<file path="config.mk">
export PLATFORM = sky130hd
export DESIGN_NAME = mdio_mgr
export DESIGN_NICKNAME = d
export VERILOG_FILES = /design/src/rtl/mdio_pkg.sv /design/src/rtl/mdio_tick.sv /design/src/rtl/mdio_frame.sv /design/src/rtl/mdio_mgr.sv
export SDC_FILE = /design/constraint.sdc
export NUM_CORES = 1
export LEC_CHECK = 0
export ABC_AREA = 0
export BUFFER_PORTS_ARGS = -buffer_cell sky130_fd_sc_hd__buf_2
export CAP_MARGIN = 40
export CORE_MARGIN = 3
export CORE_UTILIZATION = 60
export CTS_CLUSTER_DIAMETER = 200
export DETAILED_ROUTE_END_ITERATION = 10
export PLACE_DENSITY_LB_ADDON = 0.05
export SYNTH_ARGS = -nofsm -noshare
export SYNTH_HDL_FRONTEND = slang
export SYNTH_HIERARCHICAL = 1
export SYNTH_SLANG_ARGS = --single-unit
</file>
<file path="constraint.sdc">
create_clock -name clk -period 4.42 [get_ports clk]
set_input_delay 0.221 -clock clk [delete_from_list [all_inputs] [get_ports clk]]
set_output_delay 0.221 -clock clk [all_outputs]
set_load 0.05 [all_outputs]
</file>
<file path="src/rtl/mdio_pkg.sv">
package mdio_pkg;
   localparam int PRE_BITS  = 32;
   localparam int BODY_BITS = 32;
   localparam int FRAME_MAX = PRE_BITS + BODY_BITS;
   localparam int HDR_BITS  = 14;

   typedef enum logic [1:0] {
      A_CFG  = 2'd0,
      A_CMD  = 2'd1,
      A_WDAT = 2'd2,
      A_RDAT = 2'd3
   } reg_sel_e;

   typedef struct packed {
      logic [4:0] dev;
      logic [4:0] phy;
      logic [1:0] op;
   } cmd_t;

   // Frame body after the preamble: start, opcode, phy, dev, turnaround, data
   function automatic logic [BODY_BITS-1:0] frame_body(input logic c45, input cmd_t c,
                                                       input logic [15:0] d);
      logic [1:0] st;
      logic [1:0] wop;
      st  = c45 ? 2'b00 : 2'b01;
      wop = c45 ? c.op : (c.op[0] ? 2'b10 : 2'b01);
      return {st, wop, c.phy, c.dev, 2'b10, d};
   endfunction
endpackage

</file>
<file path="src/rtl/mdio_tick.sv">
module mdio_tick #(
   parameter int HALF_W = 8
) (
   input  logic              clk,
   input  logic              rst_n,
   input  logic              run,
   input  logic [HALF_W-1:0] half,
   output logic              tick
);
   logic [HALF_W-1:0] cnt;
   logic [HALF_W-1:0] lim;

   assign lim  = (half == '0) ? '0 : half - HALF_W'(1);
   assign tick = run && (cnt >= lim);

   always_ff @(posedge clk) begin
      if (!rst_n)          cnt <= '0;
      else if (!run || tick) cnt <= '0;
      else                 cnt <= cnt + HALF_W'(1);
   end
endmodule

</file>
<file path="src/rtl/mdio_frame.sv">
module mdio_frame
   import mdio_pkg::*;
#(
   parameter int HALF_W = 8
) (
   input  logic              clk,
   input  logic              rst_n,
   input  logic              start,
   input  logic              c45,
   input  logic              pre_en,
   input  logic              rd_op,
   input  cmd_t              cmd,
   input  logic [15:0]       wdata,
   input  logic [HALF_W-1:0] half,
   input  logic              mdio_i,
   output logic              busy,
   output logic              is_read,
   output logic              done,
   output logic [15:0]       rx,
   output logic              mdc,
   output logic              mdio_o,
   output logic              mdio_oe
);
   localparam int CNT_W = $clog2(FRAME_MAX + 1);

   logic [FRAME_MAX-1:0] tx, oe;
   logic [CNT_W-1:0]     left;
   logic                 tick;
   logic [BODY_BITS-1:0] body, obody;

   mdio_tick #(.HALF_W(HALF_W)) u_tick (
      .clk(clk), .rst_n(rst_n), .run(busy), .half(half), .tick(tick)
   );

   assign body  = frame_body(c45, cmd, wdata);
   assign obody = rd_op ? {{HDR_BITS{1'b1}}, {(BODY_BITS-HDR_BITS){1'b0}}} : '1;

   always_ff @(posedge clk) begin
      if (!rst_n) begin
         busy <= 1'b0; is_read <= 1'b0; mdc <= 1'b0;
         tx <= '0; oe <= '0; left <= '0; rx <= '0;
      end else if (!busy) begin
         mdc <= 1'b0;
         if (start) begin
            busy    <= 1'b1;
            is_read <= rd_op;
            tx      <= pre_en ? {{PRE_BITS{1'b1}}, body}  : {body,  {PRE_BITS{1'b0}}};
            oe      <= pre_en ? {{PRE_BITS{1'b1}}, obody} : {obody, {PRE_BITS{1'b0}}};
            left    <= pre_en ? CNT_W'(FRAME_MAX) : CNT_W'(BODY_BITS);
         end
      end else if (tick) begin
         if (!mdc) begin
            mdc <= 1'b1;
            rx  <= {rx[14:0], mdio_i};
         end else begin
            mdc  <= 1'b0;
            tx   <= tx << 1;
            oe   <= oe << 1;
            left <= left - CNT_W'(1);
            if (left == CNT_W'(1)) busy <= 1'b0;
         end
      end
   end

   assign done    = busy && tick && mdc && (left == CNT_W'(1));
   assign mdio_o  = tx[FRAME_MAX-1];
   assign mdio_oe = busy && oe[FRAME_MAX-1];


   mdc_idle_chk: assert property (@(posedge clk) disable iff (!rst_n)
      !busy |-> (!mdc && !mdio_oe));

   mdio_hold_chk: assert property (@(posedge clk) disable iff (!rst_n)
      (busy && mdc) |-> ($stable(mdio_o) && $stable(mdio_oe)));
endmodule

</file>
<file path="src/rtl/mdio_mgr.sv">
module mdio_mgr
   import mdio_pkg::*;
#(
   parameter int DW       = 32,
   parameter int HALF_W   = 8,
   parameter int DEF_HALF = 4
) (
   input  logic          clk,
   input  logic          rst_n,
   input  logic          wr_en,
   input  logic [1:0]    wr_addr,
   input  logic [DW-1:0] wr_data,
   input  logic [1:0]    rd_addr,
   output logic [DW-1:0] rd_data,
   output logic          mdc,
   output logic          mdio_o,
   output logic          mdio_oe,
   input  logic          mdio_i
);
   generate
      if (DW < 18 || DW < 8 + HALF_W) begin : g_dw_bad
         $error("mdio_mgr: DW too narrow for the register layout");
      end
      if (DEF_HALF < 1 || DEF_HALF >= (1 << HALF_W)) begin : g_half_bad
         $error("mdio_mgr: DEF_HALF out of range");
      end
   endgenerate

   logic              cfg_c45, cfg_pre;
   logic [HALF_W-1:0] cfg_half;
   cmd_t              cmd_q, new_cmd;
   logic [15:0]       wdat, rdat, rx;
   logic              rvalid, busy, is_read, done, launch, op_ok, rd_op;

   assign new_cmd = cmd_t'(wr_data[11:0]);
   assign op_ok   = cfg_c45 || !new_cmd.op[1];
   assign rd_op   = cfg_c45 ? new_cmd.op[1] : new_cmd.op[0];
   assign launch  = wr_en && (wr_addr == A_CMD) && !busy && op_ok;

   always_ff @(posedge clk) begin
      if (!rst_n) begin
         cfg_c45 <= 1'b0; cfg_pre <= 1'b1; cfg_half <= HALF_W'(DEF_HALF);
         cmd_q <= '0; wdat <= '0; rdat <= '0; rvalid <= 1'b0;
      end else begin
         if (wr_en && wr_addr == A_CFG) begin
            cfg_c45  <= wr_data[0];
            cfg_pre  <= wr_data[1];
            cfg_half <= wr_data[8 +: HALF_W];
         end
         if (wr_en && wr_addr == A_WDAT) wdat <= wr_data[15:0];
         if (launch) begin
            cmd_q <= new_cmd;
            if (rd_op) rvalid <= 1'b0;
         end
         if (done && is_read) begin
            rdat   <= rx;
            rvalid <= 1'b1;
         end
      end
   end

   mdio_frame #(.HALF_W(HALF_W)) u_frame (
      .clk(clk), .rst_n(rst_n), .start(launch), .c45(cfg_c45), .pre_en(cfg_pre),
      .rd_op(rd_op), .cmd(new_cmd), .wdata(wdat), .half(cfg_half), .mdio_i(mdio_i),
      .busy(busy), .is_read(is_read), .done(done), .rx(rx),
      .mdc(mdc), .mdio_o(mdio_o), .mdio_oe(mdio_oe)
   );

   always_comb begin
      case (rd_addr)
         A_CFG:   rd_data = DW'({cfg_half, 6'b0, cfg_pre, cfg_c45});
         A_CMD:   rd_data = DW'(cmd_q);
         A_WDAT:  rd_data = DW'({busy && !is_read, wdat});
         default: rd_data = DW'({rvalid, busy && is_read, rdat});
      endcase
   end


   valid_clear_chk: assert property (@(posedge clk) disable iff (!rst_n)
      (launch && rd_op) |=> !rvalid);

   cmd_drop_chk: assert property (@(posedge clk) disable iff (!rst_n)
      (wr_en && wr_addr == A_CMD && busy) |=> $stable(cmd_q));

   valid_src_chk: assert property (@(posedge clk) disable iff (!rst_n)
      $rose(rvalid) |-> $past(done && is_read));
endmodule

</file>
==> metrics.md <==
| Metric | Value |
|---|---|
| Status | completed |
| H-tree Lvls | 1 |
| Number of flops mapped to enable cells by yosys | 0 |
| Starting DRT DRC Count | between 500 and 600 |
| Die Ht | 133 um |
| Critical Path Start Type | register |
| WL per Instance | about 17 um |
| WL met3 | 880 um |
| Max Fclk | approximately 240 MHz |
| Max-cap violations | 0 |
| Nets | ~1100 |
| DIE WIDTH | 133 um |
| Met1 wire length | 10.2 mm |
| Internal power | 3340 uW |
| Post-synth top area cell | dfxtp_1 |
| TritonRoute pass-1 iters | 5 |
| Area contributors post-synth | dfxtp_1 (45%), nand2_1 (6.5%), nor3_1 (5.2%), nor2_1 (4.2%), a21oi_1 (3.2%) |
| CTS tree | done |
| Prevailing post-synth register cell | dfxtp_1 |
| Syn Inst Count | 1074 |
| Commonest non-fill, non-tap cell in the layout | dfxtp_1 |
| Area added between synthesis and finish | 12.2% |
| Worst-Skew Late Latency | between 0.5 and 0.6 ns |
| Top-level I/O count | 75 |
| Gr ovfl total | 0 |
| Distinct cell type count after synthesis | 60 |
| Max transition margin | 45.1% |
| Setup_tns | 0 ns |
| Crit path DAT | about 4.5 ns |
| Initial Util | 62.4% |
| Pin count of the biggest net entering global routing | 78 |
| #FFs+latches synth | 217 |
| Yosys warnings | 6 |
| Proportion of layout cells with a drive suffix above 1 | 16.4% |
| Avg Inst Size Synth | 8.97 um^2 |
| Via count | 7601 |
| Switch Pwr | 1030 uW |
| Filler cells | 1243 |
| CTS sink cnt | ~220 |
| Tmin final | 4.11 ns |
| GPL Wtd Cong | 0.769 |
| Endpoints failing setup | 0 |
| Comb pwr share | 7.7% |
| Number of routed nets with antenna violations | 0 |
| Leading cell types in the layout, fill and taps excluded | dfxtp_1 (216), nand2_1 (166), nor2_1 (107) |
| Kind of critical path | register to register |
| Worst path max stage delay | 0.47 ns |
| Critical Path RT | 4.80 ns |
| Port Buffers | 44 |
| Static Leak | 0.00396 uW |
| Asr flop ratio synth | 0% |
| Antenna Cells | 0 |
| Crit Path Max Fanout | 58 |
| Total wire length | roughly 22 mm |
| Vias per cell | around 5.8 |
| Vias in the first global route | slightly above 7000 |
| Seq pwr share | between 40 and 50% |
| First-pass GRT wire length | 36.3 mm |
| PwrDens | 405 nW/um^2 |
| Clk root buf | clkbuf_16 |
| Pins over their slew limit | 0 |
| Share of the synthesized area in the top cell type | between 40% and 50% |
| Total power | around 4400 uW |
| Clock-pin slew on the worst setup and hold paths | 0.06 ns |
| Cell with the largest stage delay on the worst path | and3_1 |
| Detailed placement HPWL | 13.6 mm |
| Synth Cell Area | 9630 um^2 |
| Core region area | between 15000 and 20000 um^2 |
| Final count of hold timing violations | 0 |
| All-Layer GR Usage | between 20% and 30% |
| Crit-path cells | inv_1 > ha_1 > nor2b_2 > nand3b_1 > or3_4 > and2_1 > ha_1 > and3_1 > o21ai_0 > a31oi_4 > o21a_1 > and3_1 > nor2_4 > buf_12 > a221oi_1 > nor3_1 |
| Initial antenna violation count | 0 |
| Met2 Wirelength | 10.5 mm |
| Core Util, Final | about 70% |
| Switching share of power | 23.7% |
| Top Layer Used | met4 |
| Maximum vdd drop | 0.000374 V |
| Std cell rows | 45 |
| Seq/Total Area, Yosys | 45.1% |
| Worst slew pin tran | 0.821 ns |
| DRC | 0 |
| Clock Power Share | 45.3% |
| CTS Buffer Depth | 3 |
| Die ar. | 17600 um^2 |
| Clk_skew | roughly 0.011 ns |
| Clock buffer count from CTS | 23 |
| HP Class | input port to register |
| Part of the cycle the worst path needs | 92.9% |
| Crit. End Element | register |
| Unrepaired setup endpoints after global routing | no |
-- worst max-delay path: cells and delay by family (launching register included) --
family                     cells  cell delay [ns]
DFF                            1             0.34
adders and majority gates      2             0.43
buffers and inverters          2             0.27
and+or+nand+nor                8             1.68
AOI/OAI and AO/OA              4             1.20
-- per-layer routing --
metal / vias up / track usage (%)
li1: 3776 / -
met1: 3635 / 34.2
met2: 164 / 40.1
met3: 26 / 3.23
met4: 0 / 5.60
met5: - / 0
-- final cells by class --
class,count,area (um^2),share of cell area [%]
clock buffer,30,612,5.66
multi-input combinational,754,4780,44.3
sequential,217,4350,40.3
tap,211,264,2.44
clock inverter,9,155,1.44
timing repair buffer,73,582,5.39
inverter,14,55.1,0.510
-- flip-flops by register name, indices dropped and copies added (netlist names) --
signal,count
u_frame/is_read,1
u_frame/u_tick/cnt,8
rvalid,1
u_frame/busy,1
rdat,16
cfg_pre,1
u_frame/left,7
u_frame/rx,16
cfg_c45,1
u_frame/oe,64
cfg_half,8
u_frame/tx,64
cmd_q,12
u_frame/mdc,1
wdat,16
-- power by group through the flow --
stage          Sequential [uW]  Combinational, uW  Clock, uW
6_report                  2060                335       1980
5_1_grt                   2060                365       2090
4_1_cts                   2060                335       2010
3_5_place_dp              2100                329          0
3_3_place_gp              2100                312          0
2_1_floorplan             2080                262          0
-- worst paths after layout --
path                                        to           start  cells past startpoint  slack (ns)
worst max-delay path             u_frame/tx[6]     cfg_half[0]                     16        0.31
worst min-delay path                  cmd_q[5]      wr_data[5]                      3        0.03
worst max register to register   u_frame/tx[6]     cfg_half[0]                     16        0.31
worst min register to register  u_frame/tx[46]  u_frame/tx[46]                      2        0.46
-- cells by family after synthesis --
| group | Yosys count | share of synthesized area, % |
|---|---|---|
| simple gates | 444 | 21.7 |
| compound gates | 227 | 18.9 |
| flops | 217 | 45.1 |
| buf+inv | 116 | 6.02 |
| mux | 41 | 5.20 |
| xor+xnor | 16 | 1.46 |
| fa+ha+maj | 12 | 1.56 |
| other cells | 1 | 0.0389 |
-- what timing repair did --
item,in CTS,in global routing
hold buffers,7,0
setup buffers,0,0
endpoints found under the hold margin,12,0
resized for setup,0,1
setup endpoints to repair,0,17
-- per-stage QoR --
step	setup WS, ns	instance area (um^2)	hold WS (ns)	std cells
after floorplan	0.741	9680	0.349	1087
after global placement	0.355	9850	0.440	1257
after detailed placement	0.176	9960	0.446	1262
after CTS	0.168	10800	0.0224	1308
after global routing	0.0390	10800	0.0405	1308
final	0.312	10800	0.0271	1308
-- synthesized netlist by cell type (13+ instances only) --
cell type  count
dfxtp_1      217
nand2_1      168
nor2_1       108
nor3_1       101
a21oi_1       61
clkbuf_1      40
buf_2         34
a21boi_0      29
a21boi_1      28
o221ai_1      27
mux2i_1       23
buf_4         21
a221oi_2      20
nor3_2        17
a211oi_1      16
nor2b_1       14
inv_1         13
(Power assumes the default switching activity.)
